`src/rtl/tri_add_pkg.sv`:
```
`timescale 1ns/1ps
package tri_add_pkg;

    typedef enum logic [1:0] {
        HSEL_FULL = 2'd0,
        HSEL_LOW  = 2'd1,
        HSEL_HIGH = 2'd2,
        HSEL_RSVD = 2'd3
    } hsel_e;

    typedef enum logic [1:0] {
        CMB_SUM  = 2'd0,
        CMB_SHR  = 2'd1,
        CMB_SHL  = 2'd2,
        CMB_RSVD = 2'd3
    } cmb_e;

    typedef enum logic [1:0] {
        FORM_REG   = 2'd0,
        FORM_CONST = 2'd1,
        FORM_IMM   = 2'd2,
        FORM_RSVD  = 2'd3
    } form_e;

    localparam int NUM_OPS   = 3;
    localparam int INSTR_W   = 64;
    // operand index 0 = A, 1 = B, 2 = C
    localparam int HSEL_A_LSB = 35;   // B at 33, C at 31
    localparam int NEG_A_BIT  = 51;   // B at 50, C at 49
    localparam int CMB_LSB    = 37;

    typedef struct packed {
        hsel_e [NUM_OPS-1:0] hsel;
        logic  [NUM_OPS-1:0] neg;
        cmb_e                mode;
        logic                illegal;
    } ctl_t;

endpackage

```
`src/rtl/tri_add_decode.sv`:
```
`timescale 1ns/1ps
module tri_add_decode
    import tri_add_pkg::*;
(
    input  logic [INSTR_W-1:0] instr,
    input  logic [1:0]         form,
    output ctl_t               ctl
);
    logic       reg_form;
    logic [1:0] raw_mode;

    assign reg_form = (form == FORM_REG);
    assign raw_mode = instr[CMB_LSB +: 2];

    always_comb begin
        ctl = '0;
        for (int k = 0; k < NUM_OPS; k++) begin
            logic [1:0] raw_h;
            raw_h      = instr[HSEL_A_LSB - 2*k +: 2];
            ctl.neg[k] = instr[NEG_A_BIT - k];
            if (!reg_form || raw_h == HSEL_RSVD) begin
                ctl.hsel[k] = HSEL_FULL;
            end else begin
                ctl.hsel[k] = hsel_e'(raw_h);
            end
            if (reg_form && raw_h == HSEL_RSVD) begin
                ctl.illegal = 1'b1;
            end
        end
        if (!reg_form || raw_mode == CMB_RSVD) begin
            ctl.mode = CMB_SUM;
        end else begin
            ctl.mode = cmb_e'(raw_mode);
        end
        if (reg_form && raw_mode == CMB_RSVD) begin
            ctl.illegal = 1'b1;
        end
    end

    // Non-register forms must reduce to a plain sum with no illegal flag.
    always_comb begin
        if (!reg_form) begin
            assert_plain_form_R7: assert (ctl.mode == CMB_SUM && !ctl.illegal &&
                                          ctl.hsel == '0);
        end
    end

endmodule

```
`src/rtl/tri_add_opnd.sv`:
```
`timescale 1ns/1ps
module tri_add_opnd
    import tri_add_pkg::*;
#(
    parameter int W = 32
) (
    input  logic [W-1:0] val,
    input  hsel_e        hsel,
    input  logic         neg,
    output logic [W-1:0] eff
);
    localparam int HALF = W / 2;

    logic [W-1:0] narrowed;

    always_comb begin
        unique case (hsel)
            HSEL_LOW:  narrowed = {{(W-HALF){1'b0}}, val[HALF-1:0]};
            HSEL_HIGH: narrowed = val >> HALF;
            default:   narrowed = val;
        endcase
        eff = neg ? (~narrowed + 1'b1) : narrowed;
    end

    always_comb begin
        if (!neg && hsel != HSEL_FULL) begin
            assert_half_top_clear_R3: assert (eff[W-1:HALF] == '0);
        end
        if (neg && val == '0) begin
            assert_neg_zero_R4: assert (eff == '0);
        end
    end

endmodule

```
`src/rtl/tri_add_combine.sv`:
```
`timescale 1ns/1ps
module tri_add_combine
    import tri_add_pkg::*;
#(
    parameter int W = 32
) (
    input  logic [W-1:0] a,
    input  logic [W-1:0] b,
    input  logic [W-1:0] c,
    input  cmb_e         mode,
    output logic [W-1:0] sum
);
    localparam int SH = W / 2;

    logic [W:0]   ab_wide;
    logic [W:0]   ab_shr;
    logic [W-1:0] ab_shl;

    always_comb begin
        ab_wide = {1'b0, a} + {1'b0, b};
        ab_shr  = ab_wide >> SH;
        ab_shl  = ab_wide[W-1:0] << SH;
        unique case (mode)
            CMB_SHR: sum = ab_shr[W-1:0] + c;
            CMB_SHL: sum = ab_shl + c;
            default: sum = ab_wide[W-1:0] + c;
        endcase
    end

    always_comb begin
        if (mode == CMB_SHL) begin
            assert_shl_low_clear_R5: assert (((sum - c) & ((W'(1) << SH) - 1'b1)) == '0);
        end
        if (mode == CMB_SHR) begin
            assert_shr_range_R6: assert ((sum - c) <= W'((W'(1) << (SH + 1)) - 1'b1));
        end
    end

endmodule

```
`src/rtl/tri_add_unit.sv`:
```
`timescale 1ns/1ps
module tri_add_unit
    import tri_add_pkg::*;
#(
    parameter int W = 32
) (
    input  logic               clk,
    input  logic               rst_n,
    input  logic               in_valid,
    input  logic [INSTR_W-1:0] instr,
    input  logic [1:0]         form,
    input  logic [W-1:0]       op_a,
    input  logic [W-1:0]       op_b,
    input  logic [W-1:0]       op_c,
    output logic               out_valid,
    output logic [W-1:0]       result,
    output logic               illegal
);
    typedef struct packed {
        logic         valid;
        logic [W-1:0] result;
        logic         illegal;
    } state_t;

    state_t       st_d, st_q;
    ctl_t         ctl;
    logic [W-1:0] raw_op [NUM_OPS];
    logic [W-1:0] eff_op [NUM_OPS];
    logic [W-1:0] sum;

    assign raw_op[0] = op_a;
    assign raw_op[1] = op_b;
    assign raw_op[2] = op_c;

    tri_add_decode u_decode (
        .instr (instr),
        .form  (form),
        .ctl   (ctl)
    );

    for (genvar k = 0; k < NUM_OPS; k++) begin : g_opnd
        tri_add_opnd #(.W(W)) u_opnd (
            .val  (raw_op[k]),
            .hsel (ctl.hsel[k]),
            .neg  (ctl.neg[k]),
            .eff  (eff_op[k])
        );
    end

    tri_add_combine #(.W(W)) u_combine (
        .a    (eff_op[0]),
        .b    (eff_op[1]),
        .c    (eff_op[2]),
        .mode (ctl.mode),
        .sum  (sum)
    );

    always_comb begin
        st_d       = st_q;
        st_d.valid = in_valid;
        if (in_valid) begin
            st_d.result  = sum;
            st_d.illegal = ctl.illegal;
        end
    end

    always_ff @(posedge clk) begin
        if (!rst_n) begin
            st_q <= '0;
        end else begin
            st_q <= st_d;
        end
    end

    assign out_valid = st_q.valid;
    assign result    = st_q.result;
    assign illegal   = st_q.illegal;

    assert_valid_follow_R2: assert property (@(posedge clk) disable iff (!rst_n)
        in_valid |=> out_valid);
    assert_valid_drop_R2: assert property (@(posedge clk) disable iff (!rst_n)
        !in_valid |=> !out_valid);
    assert_idle_hold_R2: assert property (@(posedge clk) disable iff (!rst_n)
        !in_valid |=> ($stable(result) && $stable(illegal)));
    assert_plain_no_illegal_R7: assert property (@(posedge clk) disable iff (!rst_n)
        (in_valid && form != FORM_REG) |=> !illegal);

endmodule

```
`config.mk`:
```
export PLATFORM = sky130hd
export DESIGN_NAME = tri_add_unit
export DESIGN_NICKNAME = d
export VERILOG_FILES = /design/src/rtl/tri_add_pkg.sv /design/src/rtl/tri_add_decode.sv /design/src/rtl/tri_add_opnd.sv /design/src/rtl/tri_add_combine.sv /design/src/rtl/tri_add_unit.sv
export SDC_FILE = /design/constraint.sdc
export NUM_CORES = 1
export LEC_CHECK = 0
export BUFFER_PORTS_ARGS = -buffer_cell sky130_fd_sc_hd__buf_2
export CAP_MARGIN = 0
export CORE_MARGIN = 4
export CORE_UTILIZATION = 61
export DETAILED_ROUTE_END_ITERATION = 10
export PLACE_DENSITY = 0.89
export SLEW_MARGIN = 20
export SYNTH_ARGS = -nofsm -noshare
export SYNTH_HDL_FRONTEND = slang
export SYNTH_HIERARCHICAL = 1
export SYNTH_SLANG_ARGS = --single-unit
export TNS_END_PERCENT = 1
```
`constraint.sdc`:
```
create_clock -name clk -period 14.2 [get_ports clk]
set_input_delay 3.55 -clock clk [delete_from_list [all_inputs] [get_ports clk]]
set_output_delay 3.55 -clock clk [all_outputs]
set_load 0.01 [all_outputs]
```
Word level (Yosys, flattened, before mapping)
Index checks and enable logic that the tools add are counted.

$mul: 0. Eq/ne operators: 12. Bitwise operators: 3. Multiplexer cells: 15. Magnitude comparators: 0. Reduce and logical (&&, ||, !) cells: 10. Add/subtract/negate cells: 7. Divide/modulo/power cells: 0. Shift operators: 0.

Operator list (number): 32-bit one-hot mux with 2 select lines (4); 32-bit by 1-bit adder with 32-bit output, second input constant (3); 32-bit two-way mux (3); 32-bit NOT (3); 32-bit adder (2); 32-bit by 32-bit adder with 33-bit output (1); 17-bit by 32-bit adder with 32-bit output (1); 2-bit equality test, second input constant (8); 2-bit by 1-bit equality test with 1-bit output, second input constant (4); 2-bit two-way mux (4); 1-bit logical AND (4); 1-bit logical OR (4); 1-bit two-way mux (4); 2-bit zero test (1); 1-bit zero test (1).

Memory bits (read-only): 0. Flip-flop bits (word level): 34. Bits in writable memories: 0. Output and inout bits: 34. Bits in latches: 0. Bits of input ports: 165. Memories kept: 0.

Logic depth before layout (Yosys ltp)
Gate-level depths: netlist (run 1).

Word-level depth: 12. Depth in mapped cells: 41.

Hierarchy
Netlist (run 1), hierarchy kept.

By module, submodules not included: tri_add_opnd (sequential area each 0.0 sq um, cells an instance 222, instances 3, area each 1423.9 sq um); tri_add_combine (sequential area each 0.0 sq um, cells an instance 617, instances 1, area each 4227.8 sq um); tri_add_unit (sequential area each 680.7 sq um, cells an instance 108, instances 1, area each 1306.3 sq um); tri_add_decode (sequential area each 0.0 sq um, cells an instance 16, instances 1, area each 160.2 sq um).

Worst setup path before layout (run 1)
OpenSTA, ideal clock, no wires.

Path kind: input to register. From: input port form[1]. To: register st_q (netlist bit result[31]). Arrival time: 10.525 ns. Required time: 14.084 ns. Library setup time: 0.116 ns. Path slack: 3.559 ns. Cell stages on the path: 39. Cell sequence: or2_1 -> buf_6 -> nor3b_2 -> inv_1 -> ha_1 -> or2_2 -> clkbuf_1 -> clkbuf_1 -> a22o_1 -> inv_1 -> ha_1 -> o211ai_1 -> nor4_4 -> nand2_1 -> nand2_1 -> xor2_1 -> ha_1 -> a21oi_1 -> [... 3 more ...] -> a21oi_1 -> nand2_1 -> a31oi_1 -> xor2_1 -> o21ai_0 -> ha_1 -> nand2_1 -> or4_1 -> a21o_1 -> a21oi_4 -> a221oi_4 -> o31ai_4 -> a31oi_1 -> a31oi_1 -> a31oi_1 -> xor2_1 -> mux2i_1 -> nor2b_1.

RTL lines: from (decl) (line tri_add_unit.sv:11) `input logic [1:0] form,`; to (signal assigned) (line tri_add_unit.sv:71) `st_q <= st_d;`; to (decl) (line tri_add_unit.sv:25) `state_t st_d, st_q;`.

==> results.md, run 1 <==
* Final setup vio count at 0
* Fin crit share at 0.8647
* Peak supply drop at 105.3 µV
* DRT Wirelength at 33,640 µm
* Worst path most repeated cell: ha_1
* CTS root buffer: clkbuf_16
* TritonCTS clock tree: yes
* Flops & latches, synth at 34
* Inserted Clock Buffers at 5
* Area taken by multi-input logic gates at 8751 µm²
* FP Rows at 46
* I/O pin total at 199
* DP Worst Slack at 1.747 ns
* Post-CTS Setup Inserts at 0
* Startpoint Class: input pin
* Hold buffer count at CTS at 0
* Yosys warnings at 6
* Chip width at 135.8 µm
* Vias in the first global route at 10.62k
* Clock Path Buffers at 2
* CP max stage delay at 0.53 ns
* Synth unique cells at 77
* Static Leakage at 4.752 nW
* Slew Limit Headroom at 0.2133
* Post-DP Area at 10,640 µm²
* R2R Setup Slk at 13.54 ns
* Vias per cell at 6.757
* RSZ-0062 raised after global routing: false
* Area growth syn-to-layout at 8.726%
* Wirelength per Cell at 19.70 µm
* Layout Cells excl Fill at 1,707
* WS Path Type: in2reg
* Worst Path Max Fanout at 40
* GP Congestion at 1.006
* Minimum clock period at 12.28 ns
* Final ANT Viol Nets at 0
* Post-synthesis sequential area ratio at 0.06830
* TritonRoute pass-1 iters at 6
* Max Clock Freq at 81.45 MHz
* Fin Clk Skew at 0 ns
* Most frequent cells in the layout: buf_2, nand2_1, nor2_1
* Die Y at 135.8 µm
* Overflow after GRT at 0
* Pin count of the biggest net entering global routing at 41
* Synth top area share at 0.1092
* Crit. End Element: register
* HPWL Detailed at 26,550 µm
* Initial antenna violation count at 0
* Initial DRC count at 1,267
* Starting Density at 0.6251
* Slew @ Worst Pin at 1.150 ns
* Arr. time, crit path at 12.50 ns
* DIE AREA at 18,450 µm²
* Layout cell share with drive strength beyond 1 at 0.1449
* CTS clock-pin slew for the worst setup and hold paths at 0.06 ns
* Syn Area/Cell at 7.083 µm²
* Fillcell total at 1,391
* Max Cap Viol at 0
* Htree depth at 2
* Synthesized instance count at 1,407
* Sink Count at 34
* Worst-Skew Late Latency at 0.28 ns
* Commonest non-fill, non-tap cell in the layout: buf_2
* Register area at 680.7 µm²
* Main synth FF type: dfxtp_1
* Cell Area, Synth at 9966 µm²
* First-pass GRT wire length at 53,480 µm
* Post_cts resized at 0
* Finished Cell Area at 10,840 µm²
* Synth area leaders: ha_1, dfxtp_1, a21oi_1
* Setup TNS at 0 ns
* Critical path's slowest cell: nor4_4
* Worst Path Required at 14.42 ns
* Syn nets at 1,662
* Run status: complete, no violations
* DR vias at 11.54k
* Synth area leader: ha_1
* ANT cells at 0
* Port Buffers at 145
* Nets at 1,745
* # DRC at 0
* Post-synth EDFFs at 0
* Hold Path Class: reg2reg
* GRT Overall Usage at 0.3538
* Hold Slack at 0.5107 ns
* Final Hold Fails at 0
* Post-synthesis async set-or-reset flop share at 0
* Final worst slack at 1.922 ns
* Core area at 15,940 µm²
* Placed instance count at 1,699
* Power Density at 143.6 nW/µm²
* Max Slew Vio Count at 0
-- metal layers --
layer / share of wire / vias up / GRT usage
li1: - / 5406 / -
met3: 0.079 / 143 / 0.03960
met1: 0.39 / 5335 / 0.4327
met2: 0.46 / 651 / 0.5973
met5: 0 / - / 0
met4: 0.071 / 0 / 0.2116
-- Yosys cell counts (all sizes together), types with 34 or more instances --
library cell,instances
mux2i,43
a21o,40
xor2,64
clkbuf,55
o21ai,86
ha,87
dfxtp,34
a21oi,116
nand2,147
nor2,131
xnor2,58
nor2b,58
a22oi,45
-- final timing paths --
check              from          to  depth (start not counted)
max reg2reg  result[19]  result[19]                          2
min reg2reg  result[26]  result[26]                          2
max             form[1]  result[31]                         38
min          result[26]  result[26]                          2
-- critical path: cells and delay by family --
kind,cells,cell delay [ns]
multiplexers,1,0.09
adder cells (fa/ha/maj),4,1.18
buffers and inverters,4,0.51
AO/OA/AOI/OAI,17,3.90
XOR/XNOR,3,0.61
AND/OR/NAND/NOR,9,2.66
-- registers in the layout (all words and copies together), names as in the netlist --
signal / count
result: 32
out_valid: 1
illegal: 1
-- final cells by class --
type	count	area share
Clock buffer	5	0.01155
Clock inverter	3	0.006351
Inverter	35	0.01212
Multi-Input combinational cell	1258	0.8076
Sequential cell	34	0.06282
Tap cell	216	0.02494
Timing Repair Buffer	156	0.07460
-- where the power goes --
part	total, mW	internal, mW	switching, mW
clock network	0.145	0.101	0.0444
logic	1.25	0.517	0.737
registers	0.157	0.137	0.0205
-- cell families (layout without fill, tap and decap cells) --
kind of cell	Yosys count	in the layout	share of synthesized area
AO/OA/AOI/OAI	491	491	0.3382
XOR/XNOR	122	122	0.1072
adder cells (fa/ha/maj)	90	90	0.1153
buffers and inverters	115	199	0.05361
flip-flops	34	34	0.06830
multiplexers	44	44	0.04432
AND/OR/NAND/NOR	511	511	0.2731
-- per-stage QoR --
step / power (mW) / util
after floorplan: 1.070 / -
after global placement: 1.329 / 0.6675
after detailed placement: 1.367 / 0.6675
after CTS: 1.530 / 0.6796
after global routing: 1.681 / 0.6796
final: 1.556 / 0.6796
Note: power is estimated with default switching activity, not from simulation.
==> run 2: changes to the inputs <==
Clock period 14.2 ns to 14.5 ns, I/O delays scaled along.
==> run 2 against run 1 <==
Effect of this change:
- sequential share of layout area is essentially flat
- worst hold slack gained 0.0045 ns
- core utilization shrank 0.20 points
- critical path depth is the same
- register-to-register slack gained 0.28 ns
- critical path type unchanged
- critical endpoint unchanged
==> results.md, run 2 (synthesis results as in run 1) <==
* Crit. End Element: register
* Fin Clk Skew at 0 ns (unchanged)
* Critical path's slowest cell: nor4_4
* FP Rows at 46 (unchanged)
* Vias in the first global route at 10.36k (-2.5%)
* Register area at 680.7 µm² (unchanged)
* Critical path depth at 38 (unchanged)
* Pin count of the biggest net entering global routing at 41 (unchanged)
* Power Density at 138.0 nW/µm² (-4.0%)
* Worst path buffer plus inverter count at 4 (unchanged)
* Fin crit share at 0.8625
* Nets at 1,746 (+0.057%)
* CP max stage delay at 0.54 ns (about the same)
* Sink Count at 34 (unchanged)
* CTS clock-pin slew for the worst setup and hold paths at 0.06 ns (about the same)
* Final Hold Fails at 0 (unchanged)
* # DRC at 0 (unchanged)
* Startpoint Class: input pin
* Worst-Skew Late Latency at 0.28 ns (about the same)
* DIE AREA at 18,450 µm² (unchanged)
* HPWL Detailed at 26,320 µm (-0.88%)
* Inserted Clock Buffers at 5 (unchanged)
* TritonRoute pass-1 iters at 8 (+2)
* Overflow after GRT at 0 (unchanged)
* Delay-heaviest family, CP: compound AO/OA/AOI/OAI gates
* Hold buffer count at CTS at 0 (unchanged)
* Initial antenna violation count at 1 (+1)
* Area growth syn-to-layout at 8.400%
* Wirelength per Cell at 19.40 µm (-1.6%)
* Fillcell total at 1,421 (+2.2%)
* GP Congestion at 1.074 (+6.8%)
* DRT Wirelength at 33,150 µm (-1.5%)
* DP Worst Slack at 1.975 ns (+0.2273 ns)
* Worst Path Max Fanout at 40 (unchanged)
* Hold Path Depth at 2 (unchanged)
* First-pass GRT wire length at 52,870 µm (-1.1%)
* Most frequent cells in the layout: buf_2, nand2_1, nor2_1
* Vias per cell at 6.630 (-1.9%)
* I/O pin total at 199 (unchanged)
* Worst Path Required at 14.72 ns (+0.30 ns)
* Max Slew Vio Count at 0 (unchanged)
* Final worst slack at 1.994 ns (+0.07206 ns)
* Commonest non-fill, non-tap cell in the layout: buf_2
* Htree depth at 2 (unchanged)
* Slew Limit Headroom at 0.2624 (+0.04905)
* Chip width at 135.8 µm (unchanged)
* Max reg flops at 32 (unchanged)
* Starting Density at 0.6251 (unchanged)
* Worst path most repeated cell: ha_1
* Final setup vio count at 0 (unchanged)
* Max Clock Freq at 79.96 MHz
* Post_cts resized at 0 (unchanged)
* Die Y at 135.8 µm (unchanged)
* Port Buffers at 145 (unchanged)
* Run status: complete, no violations
* Hold Path Class: reg2reg
* Initial DRC count at 1,256 (-0.87%)
* Minimum clock period at 12.51 ns
* Post-CTS Setup Inserts at 0 (unchanged)
* DR vias at 11.33k (-1.8%)
* Setup TNS at 0 ns (unchanged)
* Max Cap Viol at 0 (unchanged)
* Worst reg-to-reg path cell count at 2 (unchanged)
* Peak supply drop at 93.50 µV (-11%)
* WS Path Type: in2reg
* GRT Overall Usage at 0.3497 (-0.004167)
* CTS root buffer: clkbuf_16
* TritonCTS clock tree: yes
* RSZ-0062 raised after global routing: false
* Arr. time, crit path at 12.73 ns (+0.23 ns)
* Final ANT Viol Nets at 0 (unchanged)
* Area taken by multi-input logic gates at 8751 µm² (unchanged)
* Clock Path Buffers at 2 (unchanged)
* Static Leakage at 4.736 nW (-0.33%)
* Slew @ Worst Pin at 1.079 ns (-0.07172 ns)
* Core area at 15,940 µm² (unchanged)
* R2R Setup Slk at 13.82 ns (+0.28 ns)
* Layout cell share with drive strength beyond 1 at 0.1454 (+0.0005731)
## run 2: cell count changes in the layout (fill, tap and decap cells not counted), sizes merged
cell      change
bufinv        -2
buf           +1
clkbuf        +1
clkinvlp      +1
diode         +1
## run 2: worst min-delay path: cells and delay by family, from the launching register on
kind          cells  cell delay (ns)
mux               1             0.06
simple gates      1             0.10
flops             1             0.32
## run 2: area by class of cell
type | instances | share of cell area
well taps | 216 | 0.02502
clock buffers | 6 | 0.01286
multi-input cells | 1258 | 0.8101
flip-flops and latches | 34 | 0.06301
clock inverters | 2 | 0.001158
inverters | 35 | 0.01216
diodes | 1 | 0.0002316
repair buffers | 157 | 0.07552
## run 2: metal layers
layer,up-vias,global-route usage,share of wire
met5,-,0,0
met4,0,0.1909,0.068
met3,113,0.03405,0.084
met2,636,0.5832,0.45
met1,5166,0.4437,0.39
li1,5416,-,-
## run 2: final timing paths
path / from / to
max: form[1] / result[31]
min: result[8] / result[8]
max reg2reg: result[20] / result[20]
min reg2reg: result[8] / result[8]
## run 2: power breakdown
part           leakage (nW)  switching (mW)  total, mW  internal (mW)
Combinational          4.38           0.721       1.23          0.506
Sequential            0.281          0.0203      0.154          0.134
Clock                0.0729          0.0408      0.109         0.0680
Total                  4.74           0.782       1.49          0.708
## run 2: metrics by stage
| step | cell area, µm² | power [mW] | std cells | hold slack (ns) | util |
|---|---|---|---|---|---|
| finish | 10800 | 1.490 | 1709 | 0.5152 | 0.6776 |
| global route | 10800 | 1.614 | 1709 | 0.5348 | 0.6776 |
| CTS | 10800 | 1.462 | 1708 | 0.5205 | 0.6774 |
| detailed placement | 10650 | 1.339 | 1700 | 0.5056 | 0.6679 |
| global placement | 10650 | 1.304 | 1700 | 0.4917 | 0.6679 |
| floorplan | 9966 | 1.048 | 1407 | 0.5383 | - |
